**config.mk**
```make
export PLATFORM = sky130hd
export DESIGN_NAME = bsn_next_pc
export DESIGN_NICKNAME = d
export VERILOG_FILES = /design/src/rtl/bsn_pkg.sv /design/src/rtl/bsn_decode.sv /design/src/rtl/bsn_cond.sv /design/src/rtl/bsn_addr.sv /design/src/rtl/bsn_next_pc.sv
export SDC_FILE = /design/constraint.sdc
export NUM_CORES = 1
export LEC_CHECK = 0
export CAP_MARGIN = 25
export CORE_MARGIN = 5
export CORE_UTILIZATION = 33
export CTS_BUF_LIST = sky130_fd_sc_hd__clkbuf_8
export CTS_CLUSTER_SIZE = 12
export DETAILED_ROUTE_END_ITERATION = 6
export DONT_BUFFER_PORTS = 1
export PLACE_DENSITY = 0.47
export SYNTH_ARGS = -nofsm -noshare
export SYNTH_HDL_FRONTEND = slang
export SYNTH_HIERARCHICAL = 1
export SYNTH_SLANG_ARGS = --single-unit
```
**constraint.sdc**
```tcl
create_clock -name clk -period 10.6 [get_ports clk]
set_clock_uncertainty 0.05 [all_clocks]
set_input_delay 2.12 -clock clk [delete_from_list [all_inputs] [get_ports clk]]
set_output_delay 2.12 -clock clk [all_outputs]
set_load 0.1 [all_outputs]
```
**src/rtl/bsn_pkg.sv**
```systemverilog
package bsn_pkg;

    localparam int BYTE_W = 8;
    localparam int EF_N   = 4;

    typedef enum logic [2:0] {
        K_NONE,
        K_SHORT,
        K_LONG,
        K_SKIP,
        K_NOP
    } flow_kind_e;

    typedef enum logic [2:0] {
        S_ALWAYS,
        S_Q,
        S_DZ,
        S_DF,
        S_EF,
        S_IE
    } cond_src_e;

    typedef struct packed {
        flow_kind_e kind;
        cond_src_e  src;
        logic [1:0] ef_idx;
        logic       invert;
    } flow_ctrl_t;

    typedef struct packed {
        logic q;
        logic df;
        logic dz;
        logic ie;
    } core_flags_t;

    function automatic cond_src_e low_src(input logic [1:0] sel);
        case (sel)
            2'd0:    return S_ALWAYS;
            2'd1:    return S_Q;
            2'd2:    return S_DZ;
            default: return S_DF;
        endcase
    endfunction

    function automatic flow_ctrl_t decode_op(input logic [7:0] op);
        flow_ctrl_t c;
        c.kind   = K_NONE;
        c.src    = S_ALWAYS;
        c.ef_idx = op[1:0];
        c.invert = 1'b0;
        if (op[7:4] == 4'h3) begin
            c.kind   = K_SHORT;
            c.src    = op[2] ? S_EF : low_src(op[1:0]);
            c.invert = op[3];
        end else if (op[7:4] == 4'hC) begin
            if (!op[2]) begin
                c.kind   = K_LONG;
                c.src    = low_src(op[1:0]);
                c.invert = op[3];
            end else if (op[1:0] == 2'd0) begin
                c.kind = op[3] ? K_SKIP : K_NOP;
                c.src  = S_IE;
            end else begin
                c.kind   = K_SKIP;
                c.src    = low_src(op[1:0]);
                c.invert = ~op[3];
            end
        end
        return c;
    endfunction

endpackage

```
**src/rtl/bsn_decode.sv**
```systemverilog
module bsn_decode
    import bsn_pkg::*;
#(
    parameter int OP_W = 8
) (
    input  logic [OP_W-1:0] opcode,
    output flow_ctrl_t      ctrl
);
    always_comb begin
        ctrl = decode_op(opcode[7:0]);
    end
endmodule

```
**src/rtl/bsn_cond.sv**
```systemverilog
module bsn_cond
    import bsn_pkg::*;
#(
    parameter int N_EF = EF_N
) (
    input  flow_ctrl_t      ctrl,
    input  core_flags_t     flags,
    input  logic [N_EF-1:0] ef_n,
    output logic            cond_true
);
    logic [N_EF-1:0] ef_set;
    logic            raw;

    for (genvar k = 0; k < N_EF; k++) begin : g_ef_inv
        assign ef_set[k] = ~ef_n[k];
    end

    always_comb begin
        case (ctrl.src)
            S_ALWAYS: raw = 1'b1;
            S_Q:      raw = flags.q;
            S_DZ:     raw = flags.dz;
            S_DF:     raw = flags.df;
            S_EF:     raw = ef_set[ctrl.ef_idx];
            S_IE:     raw = flags.ie;
            default:  raw = 1'b0;
        endcase
        cond_true = raw ^ ctrl.invert;
    end
endmodule

```
**src/rtl/bsn_addr.sv**
```systemverilog
module bsn_addr
    import bsn_pkg::*;
#(
    parameter int B_W = BYTE_W
) (
    input  flow_ctrl_t       ctrl,
    input  logic             cond_true,
    input  logic [2*B_W-1:0] pc,
    input  logic [B_W-1:0]   tgt_a,
    input  logic [B_W-1:0]   tgt_b,
    output logic [2*B_W-1:0] next_pc,
    output logic             taken
);
    localparam int PW = 2 * B_W;

    logic [PW-1:0] pc_p1, pc_p2;

    assign pc_p1 = pc + PW'(1);
    assign pc_p2 = pc + PW'(2);

    always_comb begin
        next_pc = pc;
        taken   = 1'b0;
        case (ctrl.kind)
            K_SHORT: begin
                taken   = cond_true;
                next_pc = cond_true ? {pc[PW-1:B_W], tgt_a} : pc_p1;
            end
            K_LONG: begin
                taken   = cond_true;
                next_pc = cond_true ? {tgt_a, tgt_b} : pc_p2;
            end
            K_SKIP: begin
                taken   = cond_true;
                next_pc = cond_true ? pc_p2 : pc;
            end
            default: begin
                next_pc = pc;
                taken   = 1'b0;
            end
        endcase
    end
endmodule

```
**src/rtl/bsn_next_pc.sv**
```systemverilog
module bsn_next_pc
    import bsn_pkg::*;
#(
    parameter int B_W  = BYTE_W,
    parameter int N_EF = EF_N
) (
    input  logic             clk,
    input  logic             rst,
    input  logic [7:0]       opcode_i,
    input  logic [2*B_W-1:0] pc_i,
    input  logic [B_W-1:0]   tgt_a_i,
    input  logic [B_W-1:0]   tgt_b_i,
    input  logic             q_i,
    input  logic             df_i,
    input  logic [B_W-1:0]   acc_i,
    input  logic             ie_i,
    input  logic [N_EF-1:0]  ef_n_i,
    output logic [2*B_W-1:0] next_pc_o,
    output logic             redirect_o
);
    localparam int PW = 2 * B_W;

    flow_ctrl_t    ctrl;
    core_flags_t   flags;
    logic          cond_true;
    logic [PW-1:0] nxt;
    logic          tkn;
    logic          primed;

    assign flags = '{q: q_i, df: df_i, dz: (acc_i == '0), ie: ie_i};

    bsn_decode #(.OP_W(8)) u_dec (
        .opcode (opcode_i),
        .ctrl   (ctrl)
    );

    bsn_cond #(.N_EF(N_EF)) u_cond (
        .ctrl      (ctrl),
        .flags     (flags),
        .ef_n      (ef_n_i),
        .cond_true (cond_true)
    );

    bsn_addr #(.B_W(B_W)) u_addr (
        .ctrl      (ctrl),
        .cond_true (cond_true),
        .pc        (pc_i),
        .tgt_a     (tgt_a_i),
        .tgt_b     (tgt_b_i),
        .next_pc   (nxt),
        .taken     (tkn)
    );

    always_ff @(posedge clk) begin
        if (rst) begin
            next_pc_o  <= '0;
            redirect_o <= 1'b0;
            primed     <= 1'b0;
        end else begin
            next_pc_o  <= nxt;
            redirect_o <= tkn;
            primed     <= 1'b1;
        end
    end

    AST_SHORT_PAGE_KEPT: assert property (@(posedge clk) disable iff (rst)
        primed && $past(opcode_i[7:4] == 4'h3) && redirect_o
        |-> next_pc_o == {$past(pc_i[PW-1:B_W]), $past(tgt_a_i)});

    AST_SHORT_FALL_ADV: assert property (@(posedge clk) disable iff (rst)
        primed && $past(opcode_i[7:4] == 4'h3) && !redirect_o
        |-> next_pc_o == $past(pc_i) + PW'(1));

    AST_LONG_FALL_ADV: assert property (@(posedge clk) disable iff (rst)
        primed && $past(opcode_i[7:4] == 4'hC && !opcode_i[2]) && !redirect_o
        |-> next_pc_o == $past(pc_i) + PW'(2));

    AST_NEVER_TAKEN: assert property (@(posedge clk) disable iff (rst)
        primed && $past(opcode_i == 8'h38 || opcode_i == 8'hC8)
        |-> !redirect_o);

    AST_SKIP_RESULT: assert property (@(posedge clk) disable iff (rst)
        primed && $past(opcode_i[7:4] == 4'hC && opcode_i[2])
        |-> next_pc_o == (redirect_o ? $past(pc_i) + PW'(2) : $past(pc_i)));

    AST_NOP_HOLD: assert property (@(posedge clk) disable iff (rst)
        primed && $past(opcode_i == 8'hC4)
        |-> !redirect_o && next_pc_o == $past(pc_i));

    AST_OTHER_PASS: assert property (@(posedge clk) disable iff (rst)
        primed && $past(opcode_i[7:4] != 4'h3 && opcode_i[7:4] != 4'hC)
        |-> !redirect_o && next_pc_o == $past(pc_i));

    AST_RESET_CLEAR: assert property (@(posedge clk)
        $past(rst) && primed == 1'b0 |-> next_pc_o == '0 && !redirect_o);
endmodule

```
**After elaboration in Yosys (flattened, before gate mapping)**

Index checks and enable logic that the tools add are counted.

- Add/subtract/negate cells: 2
- Multipliers: 0
- Div/mod/pow operators: 0
- $lt $le $gt $ge: 1
- Eq/ne operators: 12
- Shift operators: 0
- Multiplexer cells: 19
- Bitwise logic cells: 7
- Reduce and logical (&&, ||, !) cells: 5

Operator list:

| operator | count |
|---|---|
| $mux 16 | 3 |
| $pmux 16 s3 | 1 |
| $mux 6 | 4 |
| $add 16x1->16 const B | 1 |
| $add 16x2->16 const B | 1 |
| $eq 3x2->1 const B | 4 |
| $logic_not 8->1 | 1 |
| $eq 3x1->1 const B | 2 |
| $eq 3x3->1 const B | 2 |
| $mux 3 | 2 |
| $not 1->1 | 6 |
| $pmux 1 s6 | 1 |
| $pmux 2 s3 | 1 |
| $mux 1 | 5 |
| $eq 4x2->1 const B | 1 |
| $eq 4x4->1 const B | 1 |
| $pmux 2 s2 | 1 |
| $logic_not 3->1 | 1 |
| $lt 2x3->1 const B | 1 |
| $reduce_or 3->1 | 1 |
| $bmux 1 s2 | 1 |
| $eq 2x1->1 const B | 1 |
| $eq 2x2->1 const B | 1 |
| $logic_not 2->1 | 1 |
| other kinds (2) | 2 |

- Register bits: 17
- Latch bits: 0
- Bits in writable memories: 0
- Memory bits (read-only): 0
- Bits of input ports: 57
- Output and inout port bits: 17
- Word-level logic and storage cells: 48
- Memories kept: 0

**Logic depth before layout (Yosys ltp)**

Gate-level depths: netlist of run 1.

- Depth in word-level cells: 11
- Mapped depth: 16
- Gate-level depth less buffers: 13

**Hierarchy**

Netlist of run 1, hierarchy kept.

By module, submodules not included:

| module | times used | cells an instance | area an instance (sq um) | sequential area each (sq um) |
|---|---|---|---|---|
| bsn_addr | 1 | 232 | 1412.6 | 0.0 |
| bsn_next_pc | 1 | 38 | 478.0 | 340.3 |
| bsn_decode | 1 | 19 | 128.9 | 0.0 |
| bsn_cond | 1 | 11 | 101.3 | 0.0 |

**Least setup slack after synthesis of run 1**

No wires, ideal clock.

- Path type: input port to flip-flop
- Start: input opcode_i[4]
- End: register next_pc_o[3]
- Library setup time: 114 ps
- Arrival: 4987 ps
- Required time: 10436 ps
- Path slack: 5449 ps
- Cell stages on the path: 15
- Buffers on the path: 4
- Cell sequence: and4bb_1 nand2_1 o2bb2ai_1 inv_1 a311o_1 a221oi_2 xor2_1 clkbuf_1 buf_2 buf_1 clkbuf_1 o21ai_0 nand2_1 nand3_1 and2b_1

RTL lines:

| item | line | text |
|---|---|---|
| start, declared | bsn_next_pc.sv:9 | `input logic [7:0] opcode_i,` |
| end signal, assigned | bsn_next_pc.sv:60 | `next_pc_o <= nxt;` |
| end, declared | bsn_next_pc.sv:18 | `output logic [2*B_W-1:0] next_pc_o,` |

==> reports/summary.txt, run 1 <==
status: complete, no violations
sequential cell fraction of total power: 0.505
mux contribution to synthesized area: 0.0366
Seq. cell area: 340 um^2
total power: 0.207 mW
CTS Root Cell: clkbuf_8
# IOs: 74
Mapped Cells: 300
clk slew on worst S/H paths: 0.08 ns
# diodes: 0
# hold bufs at CTS: 0
clock sinks: 17
synthesized area per cell: 7.07 um^2
CTS tree: yes
Post-synth EDFFs: 0
RSZ-0062 raised after global routing: no
Layout area overhead: 4.96%
hold endpoint: next_pc_o[2]$_SDFF_PP0_
worst endpoint required time: 10.76 ns
vias per cell: 6.22
Overflow after GRT: 0
cell leakage power: 0.767 nW
Initial Util: 0.336
# rows: 29
drt total wl: 7430 um
largest net degree at the start of global routing: 48
Int Power: 0.117 mW
Relative slew margins: 0.369
clk buf depth: 2
Die Area: 8130 um^2
Critical Path AT: 5.48 ns
filler cell count: 700
post-DP HPWL: 5630 um
vias in the first global route: 2131
max-slew violation count: 0
sequential area share after synthesis: 0.160
max_cap viols: 0
core area: 6310 um^2
post_cts resized: 0
drt first pass iters: 5
Final period util: 0.502
layout cells sized above 1: 0.0764
Final Cell Area: 2230 um^2
via count: 2272
Post-synth ARST share: 0
Post-Syn Area: 2120 um^2
flops & latches, synth: 17
Synthesized Nets: 359
Hold Path Stages: 1
combinational share of power: 0.253
clock share of power: 0.242
power per standard cell area: 92.9 nW/um^2
CP startpoint kind: input pin
nets: 348
Tmin final: 5.32 ns
Die Ht: 90.2 um
Total Routing Usage GR: 0.175
CP Capture Type: register
Iter 0 DRT Violations: 276
PortBufs: 0
Synth Area in Compound Gates: 0.315
H-tree depth: 1
worst min path class: input pin to register
final setup fails: 0
Synth Area in XOR/XNOR: 0.0537
final setup TNS: 0 ns
Yosys cell types: 66
worst slew pin tran: 0.945 ns
Yosys Warn Count: 6
Synth Area in Simple Gates: 0.354
Psw: 0.0895 mW
final count of hold timing violations: 0
fmax: 188 MHz
Post-CTS Setup Inserts: 0
Primary FF master, synth: dfxtp_1
placed cell areas: 2180 um^2
Routed Antenna Nets: 0
Post-route DRC: 0
largest family of logic cells by synthesized area: simple AND/OR/NAND/NOR gates
Crit Path Max Fanout: 47
Net Sw Frac: 0.433
global placement routability congestion: 0.922
WL/cell: 20.4 um
die extent in x: 90.2 um
multi-input logic area: 1660 um^2
first-pass GRT wire length: 11700 um
VDD IR max: 0.0504 mV
kind of critical path: input pin to register
TritonCTS Buffers: 3
hold path startpoint: rst
post-synthesis adder-cell area fraction: 0.0118
initial antenna violation count: 0
worst max-delay path: stages:
cell and delay [ns]:
and4bb_1 0.31, nand2_1 0.09, o2bb2ai_1 0.33, inv_1 0.07
a311o_1 0.33, a221oi_2 0.38, xor2_4 0.16, buf_4 0.40
nand2b_1 0.31, nand3_1 0.21, or4_1 0.54, nand3_1 0.09
and2b_1 0.11
placed cells by master, fill, tap and decap left out, drive strengths merged, types with 5 or more instances in the layout:
master	instances
o21ai	28
nand2	26
a21oi	21
dfxtp	17
nand3	17
nor2b	16
nor2	13
inv	12
nand2b	9
nor3	8
and2b	7
xnor2	7
nor4	6
buf	6
or4	6
xor2	6
o211ai	5
o311ai	5
metrics by stage:
step	hold WS [ns]	worst slack, ns	utilization	instances
2_1_floorplan	2.14	5.45	-	300
3_3_place_gp	2.15	5.10	0.345	361
3_5_place_dp	2.15	5.07	0.345	361
4_1_cts	1.87	5.33	0.353	365
5_1_grt	1.86	5.02	0.353	365
6_report	1.87	5.28	0.353	365
per-layer routing:
metal / share of wire / wire length [um] / vias up / GRT usage
met5: 0 / 0 / - / 0
met4: 0.018 / 131 / 0 / 0.0496
met3: 0.10 / 761 / 14 / 0.0518
li1: - / - / 1106 / -
met1: 0.44 / 3250 / 1042 / 0.238
met2: 0.44 / 3290 / 110 / 0.268
sequential cells by signal, indices dropped and copies added (netlist names):
| register | count |
|---|---|
| redirect_o | 1 |
| next_pc_o | 16 |
power by group through the flow:
stage / Combinational [mW] / Sequential [mW] / Clock, mW
final: 0.0524 / 0.104 / 0.0500
after CTS: 0.0517 / 0.105 / 0.0512
after detailed placement: 0.0515 / 0.106 / 0
after global routing: 0.0580 / 0.105 / 0.0540
after global placement: 0.0515 / 0.106 / 0
after floorplan: 0.0445 / 0.105 / 0
area by class of cell:
| type | count | share of cell area |
|---|---|---|
| clock buffers | 3 | 0.0185 |
| clock inverters | 1 | 0.00169 |
| inverters | 11 | 0.0185 |
| multi-input cells | 250 | 0.745 |
| flip-flops and latches | 17 | 0.153 |
| well taps | 77 | 0.0433 |
| repair buffers | 6 | 0.0202 |
worst max path at each step:
stage                 from                       end  slack [ns]  cells past startpoint
2_1_floorplan  opcode_i[4]   next_pc_o[3]$_SDFF_PP0_        5.45                     15
3_3_place_gp   opcode_i[4]  next_pc_o[14]$_SDFF_PP0_        5.10                     14
3_5_place_dp   opcode_i[4]   next_pc_o[7]$_SDFF_PP0_        5.07                     13
4_1_cts        opcode_i[4]   next_pc_o[7]$_SDFF_PP0_        5.33                     13
5_1_grt        opcode_i[4]   next_pc_o[7]$_SDFF_PP0_        5.02                     13
6_report       opcode_i[4]   next_pc_o[7]$_SDFF_PP0_        5.28                     13
kinds of logic after synthesis:
group / count (synthesis)
fa+ha+maj: 2
mux: 7
compound gates: 99
simple gates: 129
buf+inv: 33
xor+xnor: 13
flops: 17
synthesized netlist by cell type, types with 4 or more instances:
cell / n / area [um^2]
mux2i_1: 4 / 40.0
o211ai_1: 5 / 37.5
or4_1: 5 / 37.5
a21oi_1: 21 / 105
a22o_1: 4 / 35.0
nor2b_1: 16 / 100
xnor2_1: 7 / 61.3
o311ai_0: 4 / 35.0
buf_2: 5 / 25.0
o21ai_0: 22 / 110
dfxtp_1: 17 / 340
o22ai_1: 4 / 25.0
nand2b_1: 9 / 56.3
nor2_1: 13 / 48.8
xor2_1: 6 / 52.6
clkbuf_1: 11 / 41.3
buf_4: 4 / 30.0
nor3_1: 7 / 35.0
o21ai_1: 6 / 30.0
nand3_1: 16 / 80.1
and2b_1: 7 / 52.6
nor4_1: 6 / 37.5
inv_1: 10 / 37.5
nand2_1: 26 / 97.6
nor3b_1: 4 / 30.0
Power figures use the tool's default switching activity.
==> run 2, diff against run 1 <==
==> constraint.sdc (replaced) <==
create_clock -name clk -period 5.2 [get_ports clk]
set_clock_uncertainty 0.05 [all_clocks]
set_input_delay 1.04 -clock clk [delete_from_list [all_inputs] [get_ports clk]]
set_output_delay 1.04 -clock clk [all_outputs]
set_load 0.1 [all_outputs]
==> reports/summary.txt, run 2 (synthesis results as in run 1) <==
status: complete, no violations
layout cells sized above 1: 0.0764
max-slew violation count: 0
CP Capture Type: register
nets: 348
drt total wl: 7570 um
met2 wire len: 3280 um
die extent in x: 90.2 um
vias per cell: 6.33
CTS Root Cell: clkbuf_8
crit-path most repeated cell: nand2_1
drt first pass iters: 5
Slowest cell on crit path: xor2_4
Regs by FF count: next_pc_o x16, redirect_o x1
fmax: 236 MHz
CP peak stage delay: 0.53 ns
cell leakage power: 0.767 nW
Critical Path AT: 4.34 ns
Top Family by Delay on Critical Path: compound AO/OA/AOI/OAI gates
final setup TNS: 0 ns
post_cts resized: 0
kind of critical path: input pin to register
# IOs: 74
Final period util: 0.814
# rows: 29
uppermost layer routed: met4
Total Routing Usage GR: 0.177
vias in the first global route: 2260
wl on met1: 3310 um
largest net degree at the start of global routing: 31
CP Buf/Inv Count: 1
CP startpoint kind: input pin
CTS tree: yes
# diodes: 0
worst min path class: input pin to register
max_cap viols: 0
clock sinks: 17
Post-CTS Setup Inserts: 0
Overflow after GRT: 0
power per standard cell area: 190 nW/um^2
final setup fails: 0
initial antenna violation count: 0
max reg flops: 16
Crit Path Max Fanout: 23
Die Area: 8130 um^2
clk slew on worst S/H paths: 0.07 ns
Post-route DRC: 0
worst endpoint required time: 5.31 ns
WL/cell: 20.7 um
commonest non-fill, non-tap cell in the layout: nand2_1
VDD IR max: 0.183 mV
metal3 WL: 781 um
first-pass GRT wire length: 11900 um
Die Ht: 90.2 um
PortBufs: 0
# hold bufs at CTS: 0
clk buf depth: 2
post-DP HPWL: 5760 um
final core occ: 0.353
Tmin final: 4.23 ns
Largest Register: next_pc_o
TritonCTS Buffers: 3
total power: 0.423 mW
final count of hold timing violations: 0
core area: 6310 um^2
global placement routability congestion: 0.930
worst slew pin tran: 0.955 ns
placed cell areas: 2180 um^2
H-tree depth: 1
Initial Util: 0.336
commonest non-fill, non-tap cells in the layout: nand2_1 (26), o21ai_0 (22), a21oi_1 (20)
RSZ-0062 raised after global routing: no
via count: 2310
Routed Antenna Nets: 0
Relative slew margins: 0.362
Layout area overhead: 4.96%
Iter 0 DRT Violations: 221
CP Cell Sequence: and4bb_1 -> nand2_1 -> o2bb2ai_1 -> inv_1 -> a311o_1 -> a221oi_2 -> xor2_4 -> nor2b_1 -> nand2_1 -> nand2_1 -> o311a_1 -> a221o_1 -> nor2b_1
Final Cell Area: 2230 um^2
## run 2: cell type report
cell class,instances,area [um^2]
inverter,11,41.3
multi-input combinational,250,1660
sequential,17,340
clock inverter,1,3.75
tap,77,96.3
timing repair buffer,6,45.0
fill,696,4090
clock buffer,3,41.3
## run 2: final timing paths
kind                        start                        to  slack (ns)  depth (start not counted)
worst max-delay path  opcode_i[4]  next_pc_o[14]$_SDFF_PP0_        0.97                         13
worst min-delay path          rst   next_pc_o[2]$_SDFF_PP0_        0.79                          1
## run 2: report_power, final
part | internal [mW] | total, mW | switching [mW] | leakage [nW]
clock | 0.0526 | 0.103 | 0.0508 | 0.0269
sequential | 0.140 | 0.213 | 0.0731 | 0.141
combinational | 0.0468 | 0.107 | 0.0602 | 0.598
## run 2: per-layer routing
layer | track usage | vias to the layer above
li1 | - | 1103
met5 | 0 | -
met1 | 0.227 | 1084
met2 | 0.275 | 106
met3 | 0.0576 | 17
met4 | 0.0658 | 0
## run 2: stage by stage
| stage | std cells | worst slack, ns | hold slack, ns |
|---|---|---|---|
| 6_report | 365 | 0.968 | 0.793 |
| 5_1_grt | 365 | 0.796 | 0.786 |
| 4_1_cts | 365 | 1.01 | 0.791 |
| 3_5_place_dp | 361 | 0.736 | 1.07 |
| 3_3_place_gp | 361 | 0.753 | 1.06 |
| 2_1_floorplan | 300 | 1.13 | 1.06 |
